File: config.mk
export PLATFORM = sky130hd
export DESIGN_NAME = srwin_ctrl
export DESIGN_NICKNAME = d
export VERILOG_FILES = /design/src/rtl/srwin_ctrl.sv
export SDC_FILE = /design/constraint.sdc
export NUM_CORES = 1
export LEC_CHECK = 0
export BUFFER_PORTS_ARGS = -buffer_cell sky130_fd_sc_hd__buf_4
export CELL_PAD_IN_SITES_DETAIL_PLACEMENT = 2
export CELL_PAD_IN_SITES_GLOBAL_PLACEMENT = 2
export CORE_MARGIN = 2
export CORE_UTILIZATION = 40
export CTS_CLUSTER_SIZE = 25
export DETAILED_ROUTE_END_ITERATION = 7
export GPL_TIMING_DRIVEN = 0
export PLACE_DENSITY_LB_ADDON = 0.12
export SETUP_SLACK_MARGIN = 0.5
export SLEW_MARGIN = 25
export SYNTH_ARGS = -nofsm -noshare
export SYNTH_HDL_FRONTEND = slang
export SYNTH_SLANG_ARGS = --single-unit
File: constraint.sdc
create_clock -name clk -period 6.7 [get_ports clk]
set_input_delay 0 -clock clk [delete_from_list [all_inputs] [get_ports clk]]
set_output_delay 0 -clock clk [all_outputs]
set_load 0.01 [all_outputs]
File: src/rtl/srwin_ctrl.sv
module srwin_ctrl #(
  parameter int TICK_CYCLES = 50000,
  parameter int PERIOD_W    = 16,
  parameter int WIN_W       = 8
) (
  input  logic                clk,
  input  logic                rst_n,
  input  logic                run,
  input  logic [PERIOD_W-1:0] period_ms,
  input  logic [WIN_W-1:0]    window_ms,
  output logic                sr_en,
  output logic                open_pulse,
  output logic                close_pulse
);

  localparam int PRE_W = (TICK_CYCLES > 1) ? $clog2(TICK_CYCLES) : 1;
  localparam int CW    = (PERIOD_W > WIN_W) ? PERIOD_W : WIN_W;
  localparam logic [PRE_W-1:0] PRE_LAST = PRE_W'(TICK_CYCLES - 1);

  logic                running;
  logic                clamp;
  logic [PRE_W-1:0]    pre_cnt;
  logic [PERIOD_W-1:0] per_cnt, per_end;
  logic [WIN_W-1:0]    win_cnt, win_end;

  wire [PERIOD_W-1:0] per_eff = (period_ms == '0) ? PERIOD_W'(1) : period_ms;
  wire [WIN_W-1:0]    win_eff = (window_ms == '0) ? WIN_W'(1) : window_ms;
  wire                clamp_in = CW'(win_eff) >= CW'(per_eff);

  wire tick     = running && (pre_cnt == PRE_LAST);
  wire start    = run && !running;
  wire boundary = tick && (per_cnt == per_end);
  wire win_hit  = tick && sr_en && !clamp && (win_cnt == win_end);

  always_ff @(posedge clk) begin
    if (!rst_n || !run) begin
      running     <= 1'b0;
      sr_en       <= 1'b0;
      open_pulse  <= 1'b0;
      close_pulse <= 1'b0;
      clamp       <= 1'b0;
      pre_cnt     <= '0;
      per_cnt     <= '0;
      win_cnt     <= '0;
      per_end     <= '0;
      win_end     <= '0;
    end else begin
      open_pulse  <= start || boundary;
      close_pulse <= win_hit;
      if (running)
        pre_cnt <= tick ? '0 : pre_cnt + 1'b1;
      if (start || boundary) begin
        running <= 1'b1;
        sr_en   <= 1'b1;
        per_cnt <= '0;
        win_cnt <= '0;
        per_end <= per_eff - 1'b1;
        win_end <= win_eff - 1'b1;
        clamp   <= clamp_in;
      end else begin
        if (tick)
          per_cnt <= per_cnt + 1'b1;
        if (tick && sr_en)
          win_cnt <= win_cnt + 1'b1;
        if (win_hit)
          sr_en <= 1'b0;
      end
    end
  end

  a_r4_open_sets_en: assert property (@(posedge clk) disable iff (!rst_n)
    open_pulse |-> sr_en);

  a_r5_close_clears_en: assert property (@(posedge clk) disable iff (!rst_n)
    close_pulse |-> !sr_en);

  a_r9_no_overlap: assert property (@(posedge clk) disable iff (!rst_n)
    !(open_pulse && close_pulse));

  a_r9_rise_with_open: assert property (@(posedge clk) disable iff (!rst_n)
    $rose(sr_en) |-> open_pulse);

  a_r9_fall_cause: assert property (@(posedge clk) disable iff (!rst_n)
    $fell(sr_en) |-> (close_pulse || !$past(run)));

  a_r9_single_open: assert property (@(posedge clk) disable iff (!rst_n)
    (open_pulse && TICK_CYCLES > 1) |=> !open_pulse);

  a_r7_stop: assert property (@(posedge clk) disable iff (!rst_n)
    !run |=> (!sr_en && !open_pulse && !close_pulse));

  a_r6_clamp_holds: assert property (@(posedge clk) disable iff (!rst_n)
    (clamp && run && sr_en) |=> (sr_en || !$past(run)));

endmodule

==> results.sh <==
export IMPL_run_status="completed"
export IMPL_max_freq_mhz=329
export IMPL_fp_dieW_um=98.6
export IMPL_grt_pass1_vias=3311
export IMPL_synth_nets=444
export IMPL_start_util_pct=41.1
export IMPL_synth_area_um2=3580
export IMPL_syn_avg_cell_area_um2=8.86
export IMPL_drive_gt1_share_pct=11.7
export IMPL_h_tree_depth=3
export IMPL_cts_buffer_depth=2
export IMPL_vdd_ir_drop_max_mv=0.0871
export IMPL_worstMarginPinSlew_ns=0.960
export IMPL_portBuffers=29
export IMPL_grt_start_max_net_pins=11
export IMPL_cp_required_ns=6.93
export IMPL_worst_clock_skew_ns=0.00838
export IMPL_synthFlopType="dfxtp_1"
export IMPL_cts_setup_buffers=0
export IMPL_final_area_um2=4160
export IMPL_syn_to_final_growth_pct=16.1
export IMPL_layout_cells_most_common="dfxtp_1"
export IMPL_postRouteAntennaNets=0
export IMPL_setup_tns_ns=0
export IMPL_gp_congestion=0.784
export IMPL_seq_area_frac_synth_pct=38.6
export IMPL_path_class="register to register"
export IMPL_grt_pass1_wl_um=16800
export IMPL_routed_wl_um=10300
export IMPL_core_um2=8720
export IMPL_setup_violations=0
export IMPL_drtIter0Drc=85
export IMPL_finalWorstSetupSlack_ns=3.66
export IMPL_die_y_um=98.6
export IMPL_fillers=954
export IMPL_ys_seq_elements=69
export IMPL_clk_insertion_delay_late_ns=0.34
export IMPL_drc=0
export IMPL_overflow=0
export IMPL_place_hpwl_um=7930
export IMPL_dr_total_vias=3059
export IMPL_endpoint_kind="register"
export IMPL_antenna_found_initial=0
export IMPL_cts_tree="yes"
export IMPL_ys_types=47
export IMPL_utilization_pct=47.7
export IMPL_cp_max_fo=10
export IMPL_cp_arrival_ns=3.27
export IMPL_dr_pass1_iters=4
export IMPL_io_pins=30
export IMPL_cts_buffers_inserted=9
export IMPL_relSlewSlack_pct=35.4
export IMPL_max_cap_violations=0
export IMPL_diodes=0
export IMPL_cts_repair_resized=0
export IMPL_post_drt_wl_per_cell_um=18.4
export IMPL_p_per_area_nw_per_um2=190
export IMPL_rows=34
export IMPL_clkTransAtPathRegs_ns=0.07
export IMPL_synthArstFlopShare_pct=0
export IMPL_cts_root_buffer="clkbuf_8"
export IMPL_drv_slew=0
export IMPL_placed_area_um2=3930
export IMPL_cts_sinks=69
export IMPL_hold_viol_final=0
export IMPL_leakage_nw=1.55
export IMPL_start_kind="register"
export IMPL_ys_warn_count=0
export IMPL_grt_usage_pct=21.8
export IMPL_synth_edf_count=0
export IMPL_nets=489
export IMPL_fin_crit_ns=3.04
export IMPL_synthCells=404
export IMPL_final_cell_mix="dfxtp_1 (69), nor2_1 (36), xnor2_1 (35), xor2_1 (33), buf_4 (30)"
export IMPL_dp_slack_ns=3.62
export IMPL_hold_slack_ns=0.00181
export IMPL_viasPerCell=5.46
export IMPL_dieArea_um2=9720
export IMPL_grt_setup_unrepaired="no"
export IMPL_min_path_type="input pin to register"
export IMPL_period_share_pct=45.4
## logic make-up (layout without fill, tap and decap cells)
| logic type | count (synthesis) | in the layout | synth area share [%] |
|---|---|---|---|
| AND/OR/NAND/NOR | 153 | 153 | 23.5 |
| flip-flops | 69 | 69 | 38.6 |
| XOR/XNOR | 68 | 68 | 16.6 |
| AO/OA/AOI/OAI | 63 | 63 | 12.4 |
| buffers and inverters | 37 | 85 | 4.09 |
| adder cells (fa/ha/maj) | 13 | 13 | 4.54 |
| multiplexers | 1 | 1 | 0.280 |
## what timing repair did
action,in CTS,in global routing
hold buffers,5,0
endpoints found under the setup margin,0,0
endpoints found under the hold margin,5,0
## synthesized netlist by cell type, drive strengths merged (4+ instances only)
| library cell | count | area [um2] |
|---|---|---|
| nand2b | 4 | 25.0 |
| nor2 | 36 | 135 |
| nand4 | 17 | 106 |
| dfxtp | 69 | 1380 |
| and3 | 4 | 25.0 |
| or4 | 6 | 51.3 |
| o2bb2ai | 8 | 70.1 |
| a21oi | 14 | 70.1 |
| nand2 | 26 | 97.6 |
| ha | 13 | 163 |
| nand3 | 14 | 70.1 |
| and2 | 4 | 25.0 |
| nor4 | 13 | 93.8 |
| buf | 4 | 22.5 |
| and4 | 4 | 35.0 |
| xnor2 | 35 | 307 |
| nor3 | 6 | 30.0 |
| o21ai | 12 | 60.1 |
| or3 | 8 | 55.1 |
| xor2 | 33 | 289 |
| inv | 17 | 63.8 |
| a22o | 16 | 140 |
| clkbuf | 15 | 56.3 |
## cell type report
type,count,area [um2],area share [%]
Timing Repair Buffer,34,268,6.44
Clock buffer,12,155,3.73
Buffer,19,78.8,1.90
Tap cell,108,135,3.25
Multi-Input combinational cell,298,2060,49.6
Clock inverter,2,10.0,0.241
Sequential cell,69,1380,33.2
Inverter,18,67.6,1.63
## sequential cells by signal, summed over array words and instances (netlist names)
name and flops:
per_cnt 16, per_end 16, pre_cnt 16, win_cnt 8
win_end 8, clamp 1, close_pulse 1, open_pulse 1
running 1, sr_en 1
## path summary, 6_finish.rpt
path         slack, ns                      from                  endpoint  cells past startpoint
min reg2reg       0.49   win_end[7]$_SDFFE_PP0P_   win_end[7]$_SDFFE_PP0P_                      1
max reg2reg       3.66  pre_cnt[12]$_SDFFE_PP0P_  per_end[13]$_SDFFE_PP0P_                      6
min              0.002              period_ms[3]   per_end[3]$_SDFFE_PP0P_                      3
max               3.66  pre_cnt[12]$_SDFFE_PP0P_  per_end[13]$_SDFFE_PP0P_                      6
## stage by stage
stage	power, W	cells
after floorplan	0.000465	404
after global placement	0.000494	541
after detailed placement	0.000499	541
after CTS	0.000803	560
after global routing	0.000825	560
final	0.000791	560
## power breakdown
group	internal (W)	switching (W)	total, W
sequential	0.000415	0.00000426	0.000419
clock	0.000149	0.000150	0.000300
combinational	0.0000333	0.0000390	0.0000724
total	0.000598	0.000193	0.000791
## routing by layer
layer / up-vias / track usage (%) / wire length [um]
met5: - / 0 / 0
met4: 0 / 7.69 / 172
met3: 12 / 2.77 / 162
met2: 39 / 40.1 / 5380
met1: 1490 / 26.1 / 4570
li1: 1518 / - / -
## worst max-delay path, cell delays in order (launching register included)
cell      delay (ns)
dfxtp_1         0.35
or4b_1          0.55
buf_2           0.19
nor4_2          0.85
a21boi_1        0.36
clkbuf_1        0.33
a22o_1          0.31
(Power assumes the default switching activity.)
